$ cat src/rtl/sdrg_pkg.sv
package sdrg_pkg;

    localparam int OP_W    = 3;
    localparam int CNT_W   = 5;
    localparam int LAT_MAX = 7;
    localparam logic [31:0] TIM_RESET = 32'h2A73_3225;

    typedef enum logic [OP_W-1:0] {
        OP_NOP = 3'd0,
        OP_ACT = 3'd1,
        OP_RD  = 3'd2,
        OP_WR  = 3'd3,
        OP_PRE = 3'd4,
        OP_REF = 3'd5
    } op_e;

    // raw codes as held in the shadow copy
    typedef struct packed {
        logic [2:0] cl;
        logic [3:0] rc;
        logic [3:0] ras;
        logic [2:0] rp;
        logic [2:0] rcd;
        logic [2:0] rrd;
    } code_s;

    // decoded cycle counts used by the gates
    typedef struct packed {
        logic [2:0]       cl;
        logic [CNT_W-1:0] rc;
        logic [CNT_W-1:0] ras;
        logic [2:0]       rp;
        logic [2:0]       rcd;
        logic [2:0]       rrd;
    } tim_s;

    function automatic code_s word_to_code(input logic [31:0] w);
        return {w[30:20], w[18:16], w[14:12], w[10:8]};
    endfunction

    function automatic logic [2:0] dec_lat(input logic [2:0] c);
        return (c < 3'd2) ? 3'd2 : c;
    endfunction

    function automatic logic [CNT_W-1:0] dec_long(input logic [3:0] c);
        return (c == 4'd0) ? CNT_W'(2) : CNT_W'(c) + CNT_W'(1);
    endfunction

    function automatic logic [2:0] dec_short(input logic [2:0] c);
        return (c == 3'd0) ? 3'd1 : c;
    endfunction

    function automatic tim_s decode(input code_s c);
        tim_s t;
        t.cl  = dec_lat(c.cl);
        t.rc  = dec_long(c.rc);
        t.ras = dec_long(c.ras);
        t.rp  = dec_short(c.rp);
        t.rcd = dec_short(c.rcd);
        t.rrd = dec_short(c.rrd);
        return t;
    endfunction

    function automatic logic has_reserved(input code_s c);
        return (c.cl < 3'd2) || (c.rc == 4'd0) || (c.ras == 4'd0) ||
               (c.rp == 3'd0) || (c.rcd == 3'd0) || (c.rrd == 3'd0);
    endfunction

endpackage

$ cat src/rtl/sdrg_cfg.sv
module sdrg_cfg
    import sdrg_pkg::*;
(
    input  logic        clk,
    input  logic        rst,
    input  logic        wr_en,
    input  logic [31:0] wr_data,
    input  logic        prog,
    output tim_s        tim,
    output logic        err
);

    localparam code_s RST_CODE = word_to_code(TIM_RESET);
    localparam tim_s  RST_TIM  = decode(RST_CODE);

    code_s shadow_q;
    tim_s  tim_q;
    logic  prog_q;
    logic  err_q;
    logic  commit;
    logic  unused_bits;

    assign unused_bits = ^{wr_data[31], wr_data[19], wr_data[15], wr_data[11], wr_data[7:0]};
    assign commit      = prog && !prog_q;

    always_ff @(posedge clk) begin
        if (rst) begin
            shadow_q <= RST_CODE;
            tim_q    <= RST_TIM;
            prog_q   <= 1'b0;
            err_q    <= 1'b0;
        end else begin
            prog_q <= prog;
            if (wr_en)
                shadow_q <= word_to_code(wr_data);
            if (commit) begin
                tim_q <= decode(shadow_q);
                err_q <= err_q | has_reserved(shadow_q);
            end
        end
    end

    assign tim = tim_q;
    assign err = err_q;

    // live timings move only on a program rising edge
    a_r2_commit_on_edge: assert property (@(posedge clk) disable iff (rst)
        !commit |=> $stable(tim_q));

    // error flag never clears outside reset
    a_r4_err_sticky: assert property (@(posedge clk) disable iff (rst)
        err_q |=> err_q);

endmodule

$ cat src/rtl/sdrg_gap_ctr.sv
module sdrg_gap_ctr #(
    parameter int CNT_W = 5
) (
    input  logic             clk,
    input  logic             rst,
    input  logic             load,
    input  logic [CNT_W-1:0] gap,
    output logic             ok
);

    logic [CNT_W-1:0] cnt_q;

    always_ff @(posedge clk) begin
        if (rst)
            cnt_q <= '0;
        else if (load)
            cnt_q <= gap - CNT_W'(1);
        else if (cnt_q != '0)
            cnt_q <= cnt_q - CNT_W'(1);
    end

    assign ok = (cnt_q == '0);

    // R5 (and R6, R7, R8, R9 through the same counter): a gap above one blocks the next cycle
    a_r5_gap_hold: assert property (@(posedge clk) disable iff (rst)
        (load && gap > CNT_W'(1)) |=> !ok);

    // once open, the window stays open until a new load
    a_r5_gap_release: assert property (@(posedge clk) disable iff (rst)
        (ok && !load) |=> ok);

endmodule

$ cat src/rtl/sdrg_rd_pipe.sv
module sdrg_rd_pipe #(
    parameter int DEPTH = 7
) (
    input  logic       clk,
    input  logic       rst,
    input  logic       rd_hit,
    input  logic [2:0] lat,
    output logic       rd_valid
);

    logic [DEPTH-1:0] sr_q;
    logic [DEPTH-1:0] sr_d;

    always_comb begin
        sr_d = sr_q >> 1;
        if (rd_hit && lat != 3'd0 && int'(lat) <= DEPTH)
            sr_d[int'(lat) - 1] = 1'b1;
    end

    always_ff @(posedge clk) begin
        if (rst)
            sr_q <= '0;
        else
            sr_q <= sr_d;
    end

    assign rd_valid = sr_q[0];

    // with a latency of at least two, a read never flags data in the very next cycle by itself
    a_r11_no_early: assert property (@(posedge clk) disable iff (rst)
        (rd_hit && lat >= 3'd2 && sr_q[1] == 1'b0) |=> !rd_valid);

endmodule

$ cat src/rtl/sdrg_top.sv
module sdrg_top
    import sdrg_pkg::*;
#(
    parameter int BANK_W = 2
) (
    input  logic              clk,
    input  logic              rst,
    input  logic              cfg_wr_en,
    input  logic [31:0]       cfg_wr_data,
    input  logic              cfg_prog,
    output logic              cfg_err,
    input  logic              in_valid,
    output logic              in_ready,
    input  logic [OP_W-1:0]   in_op,
    input  logic [BANK_W-1:0] in_bank,
    output logic              out_valid,
    input  logic              out_ready,
    output logic [OP_W-1:0]   out_op,
    output logic [BANK_W-1:0] out_bank,
    output logic              rd_data_valid
);

    localparam int NUM_BANKS = 1 << BANK_W;

    tim_s                 tim;
    op_e                  op;
    logic                 go;
    logic                 fire;
    logic                 rc_ok;
    logic                 rrd_ok;
    logic [NUM_BANKS-1:0] act_ok;
    logic [NUM_BANKS-1:0] pre_ok;
    logic [NUM_BANKS-1:0] col_ok;

    assign op = op_e'(in_op);

    sdrg_cfg u_cfg (
        .clk     (clk),
        .rst     (rst),
        .wr_en   (cfg_wr_en),
        .wr_data (cfg_wr_data),
        .prog    (cfg_prog),
        .tim     (tim),
        .err     (cfg_err)
    );

    always_comb begin
        case (op)
            OP_ACT:        go = act_ok[in_bank] && rc_ok && rrd_ok;
            OP_RD, OP_WR:  go = col_ok[in_bank];
            OP_PRE:        go = pre_ok[in_bank];
            OP_REF:        go = rc_ok;
            default:       go = 1'b1;
        endcase
    end

    assign in_ready  = out_ready && go;
    assign out_valid = in_valid && go;
    assign out_op    = in_op;
    assign out_bank  = in_bank;
    assign fire      = in_valid && in_ready;

    for (genvar b = 0; b < NUM_BANKS; b++) begin : g_bank
        logic hit;
        assign hit = fire && (in_bank == BANK_W'(b));

        sdrg_gap_ctr #(.CNT_W(CNT_W)) u_ras (
            .clk  (clk),
            .rst  (rst),
            .load (hit && op == OP_ACT),
            .gap  (tim.ras),
            .ok   (pre_ok[b])
        );

        sdrg_gap_ctr #(.CNT_W(CNT_W)) u_rcd (
            .clk  (clk),
            .rst  (rst),
            .load (hit && op == OP_ACT),
            .gap  (CNT_W'(tim.rcd)),
            .ok   (col_ok[b])
        );

        sdrg_gap_ctr #(.CNT_W(CNT_W)) u_rp (
            .clk  (clk),
            .rst  (rst),
            .load (hit && op == OP_PRE),
            .gap  (CNT_W'(tim.rp)),
            .ok   (act_ok[b])
        );
    end

    sdrg_gap_ctr #(.CNT_W(CNT_W)) u_rc (
        .clk  (clk),
        .rst  (rst),
        .load (fire && op == OP_REF),
        .gap  (tim.rc),
        .ok   (rc_ok)
    );

    sdrg_gap_ctr #(.CNT_W(CNT_W)) u_rrd (
        .clk  (clk),
        .rst  (rst),
        .load (fire && op == OP_ACT),
        .gap  (CNT_W'(tim.rrd)),
        .ok   (rrd_ok)
    );

    sdrg_rd_pipe #(.DEPTH(LAT_MAX)) u_rd (
        .clk      (clk),
        .rst      (rst),
        .rd_hit   (fire && op == OP_RD),
        .lat      (tim.cl),
        .rd_valid (rd_data_valid)
    );

    // nothing is taken from upstream unless downstream takes it
    a_r10_ready_needs_sink: assert property (@(posedge clk) disable iff (rst)
        in_ready |-> out_ready);

    // an accepted command is always offered downstream
    a_r10_accept_forwards: assert property (@(posedge clk) disable iff (rst)
        (in_valid && in_ready) |-> (out_valid && out_ready));

endmodule

$ cat config.mk
export PLATFORM = sky130hd
export DESIGN_NAME = sdrg_top
export DESIGN_NICKNAME = d
export VERILOG_FILES = /design/src/rtl/sdrg_pkg.sv /design/src/rtl/sdrg_cfg.sv /design/src/rtl/sdrg_gap_ctr.sv /design/src/rtl/sdrg_rd_pipe.sv /design/src/rtl/sdrg_top.sv
export SDC_FILE = /design/constraint.sdc
export NUM_CORES = 1
export LEC_CHECK = 0
export BUFFER_PORTS_ARGS = -buffer_cell sky130_fd_sc_hd__buf_2
export CORE_MARGIN = 5
export CORE_UTILIZATION = 30
export DETAILED_ROUTE_END_ITERATION = 7
export GPL_ROUTABILITY_DRIVEN = 0
export HOLD_SLACK_MARGIN = 0.1
export PLACE_DENSITY_LB_ADDON = 0.15
export SYNTH_ARGS = -nofsm -noshare
export SYNTH_HDL_FRONTEND = slang
export SYNTH_SLANG_ARGS = --single-unit
$ cat constraint.sdc
create_clock -name clk -period 3.92 [get_ports clk]
set_input_delay 0.784 -clock clk [delete_from_list [all_inputs] [get_ports clk]]
set_output_delay 0.784 -clock clk [all_outputs]
set_load 0.03 [all_outputs]
==> results.md <==
* TritonCTS clock tree: yes
* Crit path time final at approximately 3.5 ns
* Largest net degree at the start of global routing at 46
* Crit path arrival time at about 2.7 ns
* Critical-path maximum fanout at 4
* Compound-Gate Fraction of Synth Area at 0.101
* Synth cell count leaders: 121 x dfxtp_1, 103 x nand2_1, 67 x nor2_1
* First-pass GRT wire length at ~26 mm
* CP max-delay cell: nor4b_1
* Outcome: completed
* Root buf cell: clkbuf_16
* Final WL at 15.6 mm
* Die span in y at 158 um
* Worst-Margin Slew at roughly 0.88 ns
* Clk_lat worst skew at around 0.42 ns
* Worst-path clk slew at 0.06 ns
* Cell Rows at 54
* Core Area at 0.0217 mm2
* Register area share after synthesis at 0.370
* Fraction of registers with async set or reset after synthesis at 0
* LEAKAGE at 3.33 nW
* Vias per cell at 4.66
* Layout cells sized above 1 at 0.131
* Area after DPL at slightly above 0.007 mm2
* GRT overflow at 0
* Critical path, cell by cell: inv_1 -> ha_1 -> nor4b_1 -> buf_4 -> nor2_1 -> or3_1 -> nand4_1 -> and2_1 -> buf_2
* Syn. warnings at 0
* Reg area at ~0.0024 mm2
* Post-Syn Area at approximately 0.0065 mm2
* Dpl ws at about 0.6 ns
* Detailed-route via count at slightly above 5,000
* Setup violators final at 0
* R2r setup slk at 0.69 ns
* Maxcap violations at 0
* Fin. max-slew vios at 0
* GRT Overall Usage at 0.133
* Critical Path RT at 3.14 ns
* Nets at 893
* Post-synthesis xor/xnor area fraction at 0.0802
* Leading area contributor after synthesis: dfxtp_1
* Cells on Worst Hold Path at 1
* Synthesized flop and latch total at 121
* Final instance area at 0.00768 mm2
* Hold path start: u_rd.sr_q[5]
* Rel. slew slack at 0.416
* Switch share at 0.362
* Worst VDD drop at 320 uV
* Largest family of logic cells by synthesized area: simple AND/OR/NAND/NOR gates
* Multi-input gate area at roughly 0.0038 mm2
* Area contributors post-synth: dfxtp_1 37%, mux2i_1 8.1%, ha_1 7.1%
* RSZ-0062 raised after global routing: false
* Cell Pwr Density at between 700 and 800 mW/mm2
* DIE AREA at 0.0249 mm2
* Reg2reg end: u_rc.cnt_q[4]
* Internal power at between 3 and 4 mW
* Clk buf depth at 2
* Mux share of post-synthesis cell area at 0.0959
* Setup_tns at 0 ns
* Worst Setup End Kind: output port
* Simple-gate share of the synthesized area at 0.230
* I/O Buffers at 39
* Clock power frac at 0.278
* Initial Util at 0.302
* CTS Buf Count at 17
* Most frequent cell after synthesis: dfxtp_1
* # fillers at approximately 2,300
* Final antenna-violating net count at 0
* ANT cells at 0
* Layout Skew at around 0.0091 ns
* DR pass1 iterations at 4
* Adder-Cell Fraction of Synth Area at 0.0707
* Area Overhead vs Synth at 17.2%
* Commonest register cell after synthesis: dfxtp_1
* Clock Sinks at between 100 and 150
* Post-synth top area share at 0.370
* DIE WIDTH at 158 um
* Mapped Cells at 776
* Synth unique cells at 50
* Hold Buf Count CTS at 0
* Initial DRC Count at around 230
* Hold EP: u_rd.sr_q[4]
* Flop pwr share at 0.325
* Period utilization at 0.887
* Wirelength per Cell at 14.1 um
* Final Util at 0.354
* P_sw at 2.16 mW
* Syn avg cell area at approximately 8.4 um2
* Logic gate share of total power at 0.398
* DRC at 0
* Crit path largest cell delay at 0.52 ns
* Final Hold Viols at 0
* Startpoint Class: flop
* Maximum achievable frequency at ~290 MHz
* Post-CTS Setup Repair Bufs at 0
* Initial antenna violation count at 0
* Vias in the first global route at just under 5,000
* CTS resizes at 0
* Reg2reg path depth at 15
* H-tree levels at 4
* Worst setup margin at roughly 0.44 ns
* Setup CP Type: flop to output port
* Number of synthesized flops with an enable pin at 0
* Worst reg2reg startpoint: g_bank[0].u_ras.cnt_q[0]
* Post-DP HPWL at between 10 and 15 mm
* Top Ports at 52
* HP Class: flop to flop
* Syn_nets at ~860
-- worst max-delay path by stage --
stage / from / to / depth (start not counted)
detailed placement: in_bank[1] / u_rc.cnt_q[4] / 13
CTS: g_bank[0].u_ras.cnt_q[0] / in_ready / 9
finish: g_bank[0].u_ras.cnt_q[0] / in_ready / 9
floorplan: in_bank[1] / in_ready / 8
global placement: in_bank[1] / u_rc.cnt_q[4] / 13
global route: g_bank[0].u_ras.cnt_q[0] / in_ready / 9
-- power by group through the flow --
stage	Sequential, mW	Combinational (mW)	Clock (mW)
final	1.94	2.37	1.66
after global routing	1.99	2.72	1.76
after CTS	1.94	2.40	1.70
after detailed placement	1.96	2.38	0
after global placement	1.97	2.38	0
after floorplan	1.89	1.86	0
-- through the flow --
stage	hold WS, ns	instances	power [mW]
2_1_floorplan	0.396	776	3.75
3_3_place_gp	0.418	1074	4.36
3_5_place_dp	0.417	1074	4.34
4_1_cts	0.437	1106	6.04
5_1_grt	0.457	1106	6.47
6_report	0.432	1106	5.97
-- routing by layer --
layer  vias up  global-route usage  share of wire
li1       2730                   -              -
met1      2360               0.182           0.53
met2        48               0.203           0.44
met3        17              0.0336          0.026
met4         0              0.0430          0.013
met5         -                   0              0
-- worst max-delay path: cells and delay by family, from the launching register on --
family	cells	cell delay, ns
adder cells (fa/ha/maj)	1	0.17
buffers and inverters	3	0.52
flip-flops	1	0.31
AND/OR/NAND/NOR	5	1.27
-- flip-flops by register name, indices dropped and copies added, names as in the netlist --
signal              cells
u_cfg.shadow_q         20
u_cfg.err               1
u_rd.sr_q               7
u_cfg.prog_q            1
g_bank.u_ras.cnt_q     20
g_bank.u_rp.cnt_q      20
g_bank.u_rcd.cnt_q     20
u_cfg.tim              22
u_rrd.cnt_q             5
u_rc.cnt_q              5
-- kinds of logic (layout without fill, tap and decap cells) --
family / Yosys count / after routing
compound gates: 111 / 111
xor+xnor: 60 / 60
fa+ha+maj: 37 / 37
buf+inv: 83 / 133
flops: 121 / 121
mux: 61 / 61
simple gates: 303 / 303
-- cell usage in the layout (no fill, tap or decap), types with 4 or more instances in the layout --
| master | n |
|---|---|
| mux2i_1 | 53 |
| nand2b_1 | 7 |
| nor2_1 | 67 |
| mux2_2 | 6 |
| nand4_1 | 6 |
| nand2_1 | 103 |
| inv_1 | 42 |
| xnor2_1 | 26 |
| nor3b_1 | 7 |
| ha_1 | 37 |
| xor2_1 | 34 |
| buf_4 | 19 |
| nor2b_1 | 6 |
| nor3_1 | 37 |
| or3_1 | 17 |
| or2_2 | 4 |
| and2_1 | 10 |
| clkbuf_16 | 17 |
| dfxtp_1 | 121 |
| nand3_1 | 17 |
| o211ai_1 | 10 |
| o21ai_0 | 43 |
| nor4b_1 | 7 |
| a21oi_1 | 29 |
| nor4b_2 | 4 |
| o22ai_1 | 7 |
| buf_2 | 39 |
| o31ai_1 | 5 |
-- cell type report --
cell class,instances,share of cell area
Timing Repair Buffer,58,0.0440
Sequential cell,121,0.316
Clock inverter,13,0.0218
Tap cell,280,0.0456
Multi-Input combinational cell,572,0.493
Clock buffer,19,0.0590
Inverter,43,0.0210
Power figures use the tool's default switching activity.
